## src/rtl/nand_mgmt_seq.sv

```systemverilog
module nand_mgmt_seq #(
  parameter int CNT_W      = 9,
  parameter int TW         = 16,
  parameter int T_WP       = 2,
  parameter int T_WH       = 2,
  parameter int T_WHR      = 8,
  parameter int T_RR       = 4,
  parameter int T_REA      = 3,
  parameter int T_REH      = 2,
  parameter int T_WB       = 4,
  parameter int BUSY_LIMIT = 20000
) (
  input  logic             clk,
  input  logic             rst_n,
  input  logic             start,
  input  logic [2:0]       op,
  input  logic             page_sel,
  input  logic [CNT_W-1:0] rd_count,
  output logic             busy,
  output logic             done,
  output logic             err,
  output logic [7:0]       rd_data,
  output logic             rd_valid,
  output logic             cle,
  output logic             ale,
  output logic             we_n,
  output logic             re_n,
  output logic [7:0]       dq_out,
  output logic             dq_oe,
  input  logic [7:0]       dq_in,
  input  logic             rb_n
);

  localparam int LW = (CNT_W > 9) ? CNT_W : 9;

  localparam logic [2:0] K_CMD  = 3'd0;
  localparam logic [2:0] K_ADR  = 3'd1;
  localparam logic [2:0] K_WHR  = 3'd2;
  localparam logic [2:0] K_RR   = 3'd3;
  localparam logic [2:0] K_RDY  = 3'd4;
  localparam logic [2:0] K_RDN  = 3'd5;
  localparam logic [2:0] K_R256 = 3'd6;
  localparam logic [2:0] K_END  = 3'd7;

  typedef enum logic [3:0] {
    S_IDLE, S_FETCH, S_WLO, S_WHI, S_WAIT, S_BPRE, S_BSY, S_RLO, S_RHI
  } st_t;

  function automatic logic [10:0] stp(input logic [2:0] o, input logic s, input logic [3:0] i);
    logic [10:0] r;
    r = {K_END, 8'h00};
    case (o)
      3'd0: if (i == 0) r = {K_CMD, 8'hFF};
      3'd1: if (i == 0) r = {K_CMD, 8'hFC};
      3'd2, 3'd3:
        case (i)
          4'd0: r = {K_CMD, 8'h90};
          4'd1: r = {K_ADR, (o == 3'd3) ? 8'h20 : 8'h00};
          4'd2: r = {K_WHR, 8'h00};
          4'd3: r = {K_RDN, 8'h00};
          default: ;
        endcase
      3'd4:
        case (i)
          4'd0: r = {K_CMD, 8'hEC};
          4'd1: r = {K_ADR, 8'h00};
          4'd2: r = {K_RDY, 8'h00};
          4'd3: r = {K_RR,  8'h00};
          4'd4: r = {K_RDN, 8'h00};
          default: ;
        endcase
      3'd5:
        case (i)
          4'd0: r = {K_CMD, 8'hED};
          4'd1: r = {K_ADR, 8'h00};
          4'd2: r = {K_RR,  8'h00};
          4'd3: r = {K_RDN, 8'h00};
          default: ;
        endcase
      3'd6:
        case (i)
          4'd0: r = {K_CMD, 8'hA5};
          4'd1, 4'd2, 4'd4, 4'd5: r = {K_ADR, 8'h00};
          4'd3: r = {K_ADR, 8'h01};
          4'd6: r = {K_CMD, 8'h10};
          4'd7: r = {K_RDY, 8'h00};
          default: ;
        endcase
      default:
        case (i)
          4'd0, 4'd8: r = {K_CMD, 8'h30};
          4'd1: r = {K_CMD, 8'h65};
          4'd2: r = {K_CMD, 8'h00};
          4'd3, 4'd6, 4'd7: r = {K_ADR, 8'h00};
          4'd4: r = {K_ADR, s ? 8'h00 : 8'h02};
          4'd5: r = {K_ADR, 8'h02};
          4'd9: r = {K_RDY, 8'h00};
          4'd10: r = {K_RR, 8'h00};
          4'd11: r = {K_R256, 8'h00};
          default: ;
        endcase
    endcase
    return r;
  endfunction

  st_t             st;
  logic [3:0]      idx;
  logic [TW-1:0]   tmr;
  logic [LW-1:0]   left;
  logic [2:0]      cur_op;
  logic            cur_sel;
  logic [CNT_W-1:0] cur_cnt;
  logic [10:0]     s_now;

  assign s_now = stp(cur_op, cur_sel, idx);
  assign busy  = (st != S_IDLE);

  always_ff @(posedge clk) begin
    if (!rst_n) begin
      st <= S_IDLE; idx <= '0; tmr <= '0; left <= '0;
      cur_op <= '0; cur_sel <= 1'b0; cur_cnt <= '0;
      done <= 1'b0; err <= 1'b0; rd_data <= '0; rd_valid <= 1'b0;
      cle <= 1'b0; ale <= 1'b0; we_n <= 1'b1; re_n <= 1'b1;
      dq_out <= '0; dq_oe <= 1'b0;
    end else begin
      done     <= 1'b0;
      rd_valid <= 1'b0;
      case (st)
        S_IDLE: if (start) begin
          cur_op <= op; cur_sel <= page_sel; cur_cnt <= rd_count;
          idx <= '0; err <= 1'b0; st <= S_FETCH;
        end
        S_FETCH: begin
          case (s_now[10:8])
            K_CMD, K_ADR: begin
              cle <= (s_now[10:8] == K_CMD);
              ale <= (s_now[10:8] == K_ADR);
              dq_out <= s_now[7:0]; dq_oe <= 1'b1; we_n <= 1'b0;
              tmr <= TW'(T_WP - 1); st <= S_WLO;
            end
            K_WHR: begin tmr <= TW'(T_WHR - 1); st <= S_WAIT; end
            K_RR:  begin tmr <= TW'(T_RR - 1);  st <= S_WAIT; end
            K_RDY: begin tmr <= TW'(T_WB - 1);  st <= S_BPRE; end
            K_RDN, K_R256: begin
              if (s_now[10:8] == K_RDN && cur_cnt == '0) begin
                idx <= idx + 4'd1;
              end else begin
                left <= (s_now[10:8] == K_R256) ? LW'(256) : LW'(cur_cnt);
                re_n <= 1'b0; tmr <= TW'(T_REA - 1); st <= S_RLO;
              end
            end
            default: begin done <= 1'b1; st <= S_IDLE; end
          endcase
        end
        S_WLO: if (tmr == '0) begin
          we_n <= 1'b1; tmr <= TW'(T_WH - 1); st <= S_WHI;
        end else tmr <= tmr - 1'b1;
        S_WHI: if (tmr == '0) begin
          cle <= 1'b0; ale <= 1'b0; dq_oe <= 1'b0; idx <= idx + 4'd1; st <= S_FETCH;
        end else tmr <= tmr - 1'b1;
        S_WAIT: if (tmr == '0) begin
          idx <= idx + 4'd1; st <= S_FETCH;
        end else tmr <= tmr - 1'b1;
        S_BPRE: if (tmr == '0) begin
          tmr <= '0; st <= S_BSY;
        end else tmr <= tmr - 1'b1;
        S_BSY: if (rb_n) begin
          idx <= idx + 4'd1; st <= S_FETCH;
        end else if (tmr == TW'(BUSY_LIMIT - 1)) begin
          err <= 1'b1; done <= 1'b1; st <= S_IDLE;
        end else tmr <= tmr + 1'b1;
        S_RLO: if (tmr == '0) begin
          rd_data <= dq_in; rd_valid <= 1'b1; re_n <= 1'b1;
          left <= left - 1'b1; tmr <= TW'(T_REH - 1); st <= S_RHI;
        end else tmr <= tmr - 1'b1;
        S_RHI: if (tmr == '0) begin
          if (left == '0) begin
            idx <= idx + 4'd1; st <= S_FETCH;
          end else begin
            re_n <= 1'b0; tmr <= TW'(T_REA - 1); st <= S_RLO;
          end
        end else tmr <= tmr - 1'b1;
        default: st <= S_IDLE;
      endcase
    end
  end

  a_r2_one_latch: assert property (@(posedge clk) disable iff (!rst_n) !(cle && ale));
  a_r2_oe_with_we: assert property (@(posedge clk) disable iff (!rst_n) !we_n |-> (dq_oe && (cle || ale)));
  a_r10_no_overlap: assert property (@(posedge clk) disable iff (!rst_n) !(!re_n && !we_n));
  a_r10_valid_at_rise: assert property (@(posedge clk) disable iff (!rst_n) rd_valid |-> (re_n && $past(!re_n)));
  a_r14_done_single: assert property (@(posedge clk) disable iff (!rst_n) done |=> !done);
  a_r14_done_idle: assert property (@(posedge clk) disable iff (!rst_n) done |-> !busy);
  a_r12_err_on_done: assert property (@(posedge clk) disable iff (!rst_n) $rose(err) |-> done);
  a_r12_err_idle: assert property (@(posedge clk) disable iff (!rst_n) err |-> !busy);

endmodule

```

## config.mk

```make
export PLATFORM = sky130hd
export DESIGN_NAME = nand_mgmt_seq
export DESIGN_NICKNAME = d
export VERILOG_FILES = /design/src/rtl/nand_mgmt_seq.sv
export SDC_FILE = /design/constraint.sdc
export NUM_CORES = 1
export LEC_CHECK = 0
export CORE_MARGIN = 8
export CORE_UTILIZATION = 45
export DETAILED_ROUTE_END_ITERATION = 12
export DONT_BUFFER_PORTS = 1
export GPL_TIMING_DRIVEN = 0
export PLACE_DENSITY_LB_ADDON = 0.15
export SETUP_SLACK_MARGIN = 0.4
export SLEW_MARGIN = 20
export SYNTH_ARGS = -nofsm -noshare
export SYNTH_HDL_FRONTEND = slang
export SYNTH_SLANG_ARGS = --single-unit
export TNS_END_PERCENT = 100
```

## constraint.sdc

```tcl
create_clock -name clk -period 7.1 [get_ports clk]
set_clock_uncertainty 0.05 [all_clocks]
set_input_delay 1.775 -clock clk [delete_from_list [all_inputs] [get_ports clk]]
set_output_delay 1.775 -clock clk [all_outputs]
set_load 0.01 [all_outputs]
```

==> impl_summary.txt <==
----------------------------------------------------
[Min path]
  Type of the tightest min-delay check ... reg2reg
  Number of cells on the worst hold path ... 2

[STA]
  Achievable clock frequency ... 297 MHz
  Worst max-slew margin expressed relative to the limit ... 0.243
  Final max-slew violation count ... 0
  Unrepaired setup endpoints after global routing ... false
  Hold WS ... 0.409 ns
  Period utilization ... 0.474
  Total setup violations reported at the end of the flow ... 0
  Accumulated negative setup slack ... 0 ns
  Hold violation count in the final report ... 0
  Shortest clock period the worst path allows after layout ... between 3 and 4 ns
  Worst slew pin tran ... between 1 and 1.5 ns

[Logic synthesis]
  Number of distinct library cells after synthesis ... 83
  Synth Register Bits ... 70
  Cell count after synthesis ... between 600 and 700
  Area of the mapped netlist ... 0.00474 mm^2
  Fraction of registers with async set/reset ... 0
  Number of warning messages in the yosys log ... 0
  Most common flop cell mapped by yosys ... dfxtp_1
  Post-synth EDFFs ... 0
  Syn Nets ... between 600 and 700
  Synth Area per Inst ... ~7.5 um^2
  Sequential share of the synthesized area ... 0.296

[Final layout]
  Most frequent standard cell in the layout excluding fill and tap cells ... nand2_1
  Area grow syn2layout ... 7.05%
  Final nets ... slightly below 700
  Most frequent cells in the layout ... 79 x nand2_1, 70 x nor2_1, 70 x dfxtp_1
  Share of layout cells above drive strength 1 ... 0.100
  Diode insertion count for antenna repair ... 0
  Number of inserted filler cells in the final layout ... around 1000
  Final instance count without filler cells ... 784

[Pwr]
  Worst IR Drop VDD ... around 170 uV
  Overall power after layout ... about 2.2 mW
  Static power due to leakage ... 1.76 nW
  Pwr/cell area ... roughly 440 mW/mm^2

[Drt]
  Via count of the routed design ... 4910
  Detail-routed net length per standard cell ... 18.9 um
  Initial detailed-routing violation count ... ~470
  Number of search-and-repair iterations in the first detailed-routing pass ... 5
  Antenna violation net count after detailed routing ... 0
  Number of remaining DRC errors ... 0
  Wirelength, routed ... between 10 and 15 mm
  Per-cell via count in the routed design ... 6.26

[Worst setup path]
  Largest incremental delay on the critical path ... approximately 0.52 ns
  Critical path's slowest cell ... a2111oi_0
  Max FO, Critical Path ... 10
  Crit path launch type ... register
  CP arrival ... roughly 3.6 ns
  Critical path class ... reg2reg
  Required time at the endpoint of the critical path ... roughly 7.3 ns
  Number of cell instances on the worst register-to-register path ... 11
  Critical path cell sequence ... inv_1 -> ha_1 -> nor4_1 -> a2111oi_0 -> o32a_1 -> a21o_4 -> a2111oi_2 -> nor2_1 -> clkbuf_1 -> o21ai_0 -> a31oi_1
  Worst Setup End Kind ... register

[Clock network]
  Clock insertion delay at the later pin of the skew report ... about 0.36 ns
  Number of clock buffers inserted by TritonCTS ... 9
  Setup bufs post-CTS ... 0
  Clk buf depth ... 2
  Clock tree from TritonCTS ... done
  Clock slew at reported path FFs ... approximately 0.080 ns
  H-tree depth ... 3
  CTS root buffer ... clkbuf_8
  Clock net sink count ... 70
  Number of instances resized during post-cts repair ... 0
  Hold Buf Count CTS ... 0

[Run]
  Count of max-cap constraint violations ... 0

[Floorplanning]
  Effective utilization at floorplan ... 0.461
  Placement Rows ... 37
  Core Box Area ... around 0.010 mm^2
  Die area ... approximately 0.014 mm^2
  Io pins ... 50
  Die outline height ... between 100 and 150 um
  Horizontal die dimension ... 119 um

[Placement]
  Cell count after placement ... 769
  Number of port buffers ... 0
  Detailed placement HPWL ... approximately 11 mm
  Gp weighted congestion ... between 0.9 and 1

[Global route]
  Number of antenna violations at the first check in global routing ... 0
  Aggregate global routing overflow ... 0
  Total global routing track utilization ... 0.207
  Via count of the first global-routing pass ... between 4000 and 5000
  First-pass GRT wire length ... approximately 24 mm
  Maximum number of pins on one net before global-route repair ... 13

[Status]
  Run status ... complete, no violations

----------------------------------------------------
==> kinds of logic (layout without fill, tap and decap cells) <==
group	Yosys count	count (layout)	share of synthesized area
buffers and inverters	67	82	0.0639
AO/OA/AOI/OAI	195	195	0.295
AND/OR/NAND/NOR	278	278	0.294
multiplexers	8	8	0.0174
flip-flops	70	70	0.296
adder cells (fa/ha/maj)	8	8	0.0211
XOR/XNOR	7	7	0.0129
==> cell type report <==
type,instances,area (um^2),area share
Clock buffer,10,128,0.0252
Multi-Input combinational cell,496,3030,0.598
Clock inverter,5,36.3,0.00715
Sequential cell,70,1400,0.276
Buffer,51,243,0.0479
Inverter,16,60.1,0.0118
Tap cell,136,170,0.0335
==> routing by layer <==
layer	vias up	share of wire	GRT usage
met1	2340	0.45	0.268
met3	28	0.081	0.0571
li1	2342	-	-
met2	200	0.45	0.321
met5	-	0	0
met4	0	0.021	0.0775
==> state kept, by name, indices dropped and copies added (netlist names), 3 cells and up <==
register / cells
cur_cnt: 9
cur_op: 3
dq_out: 8
idx: 4
left: 9
rd_data: 8
st: 4
tmr: 16
==> worst paths after layout <==
kind | from | to | slack [ns]
worst max register to register | idx[0]$_SDFFE_PN0P_ | tmr[2]$_SDFFE_PN0P_ | 3.73
worst min-delay path | cur_sel$_SDFFE_PN0P_ | cur_sel$_SDFFE_PN0P_ | 0.41
worst min register to register | cur_sel$_SDFFE_PN0P_ | cur_sel$_SDFFE_PN0P_ | 0.41
worst max-delay path | idx[0]$_SDFFE_PN0P_ | tmr[2]$_SDFFE_PN0P_ | 3.73
==> worst max-delay path, delay by kind of cell (launching register included) <==
kind	cells	cell delay, ns
AOI/OAI and AO/OA	6	1.47
adders and majority gates	1	0.34
DFF	1	0.34
buffers and inverters	2	0.58
and+or+nand+nor	2	0.48
==> report_power, final <==
part	leakage, nW	total, mW	switching, mW	internal [mW]
Combinational	1.12	1.36	0.882	0.481
Sequential	0.569	0.591	0.102	0.488
Clock	0.0748	0.289	0.163	0.125
Total	1.76	2.24	1.15	1.09
==> stage by stage <==
stage          setup WS, ns  cell area, um^2   util
2_1_floorplan          3.97             4740      -
3_3_place_gp           3.40             4910  0.478
3_5_place_dp           3.42             4910  0.478
4_1_cts                3.73             5070  0.494
5_1_grt                3.48             5070  0.494
6_report               3.73             5070  0.494
==> synthesized netlist by cell type, types with 7 or more instances <==
master / n / area (um^2)
o31ai_1: 7 / 52.6
a21oi_1: 57 / 285
nor4_1: 10 / 62.6
buf_2: 20 / 100
inv_1: 15 / 56.3
and3_1: 7 / 43.8
nor2_1: 70 / 263
nand2_1: 79 / 297
o21ai_1: 11 / 55.1
ha_1: 8 / 100
o21ai_0: 26 / 130
nor3_1: 29 / 145
a31oi_1: 8 / 50.1
clkbuf_1: 25 / 93.8
nand3_1: 24 / 120
dfxtp_1: 70 / 1400
nor2b_1: 8 / 50.1
or3_1: 9 / 56.3
o211ai_1: 11 / 82.6
Note: power is estimated with default switching activity, not from simulation.
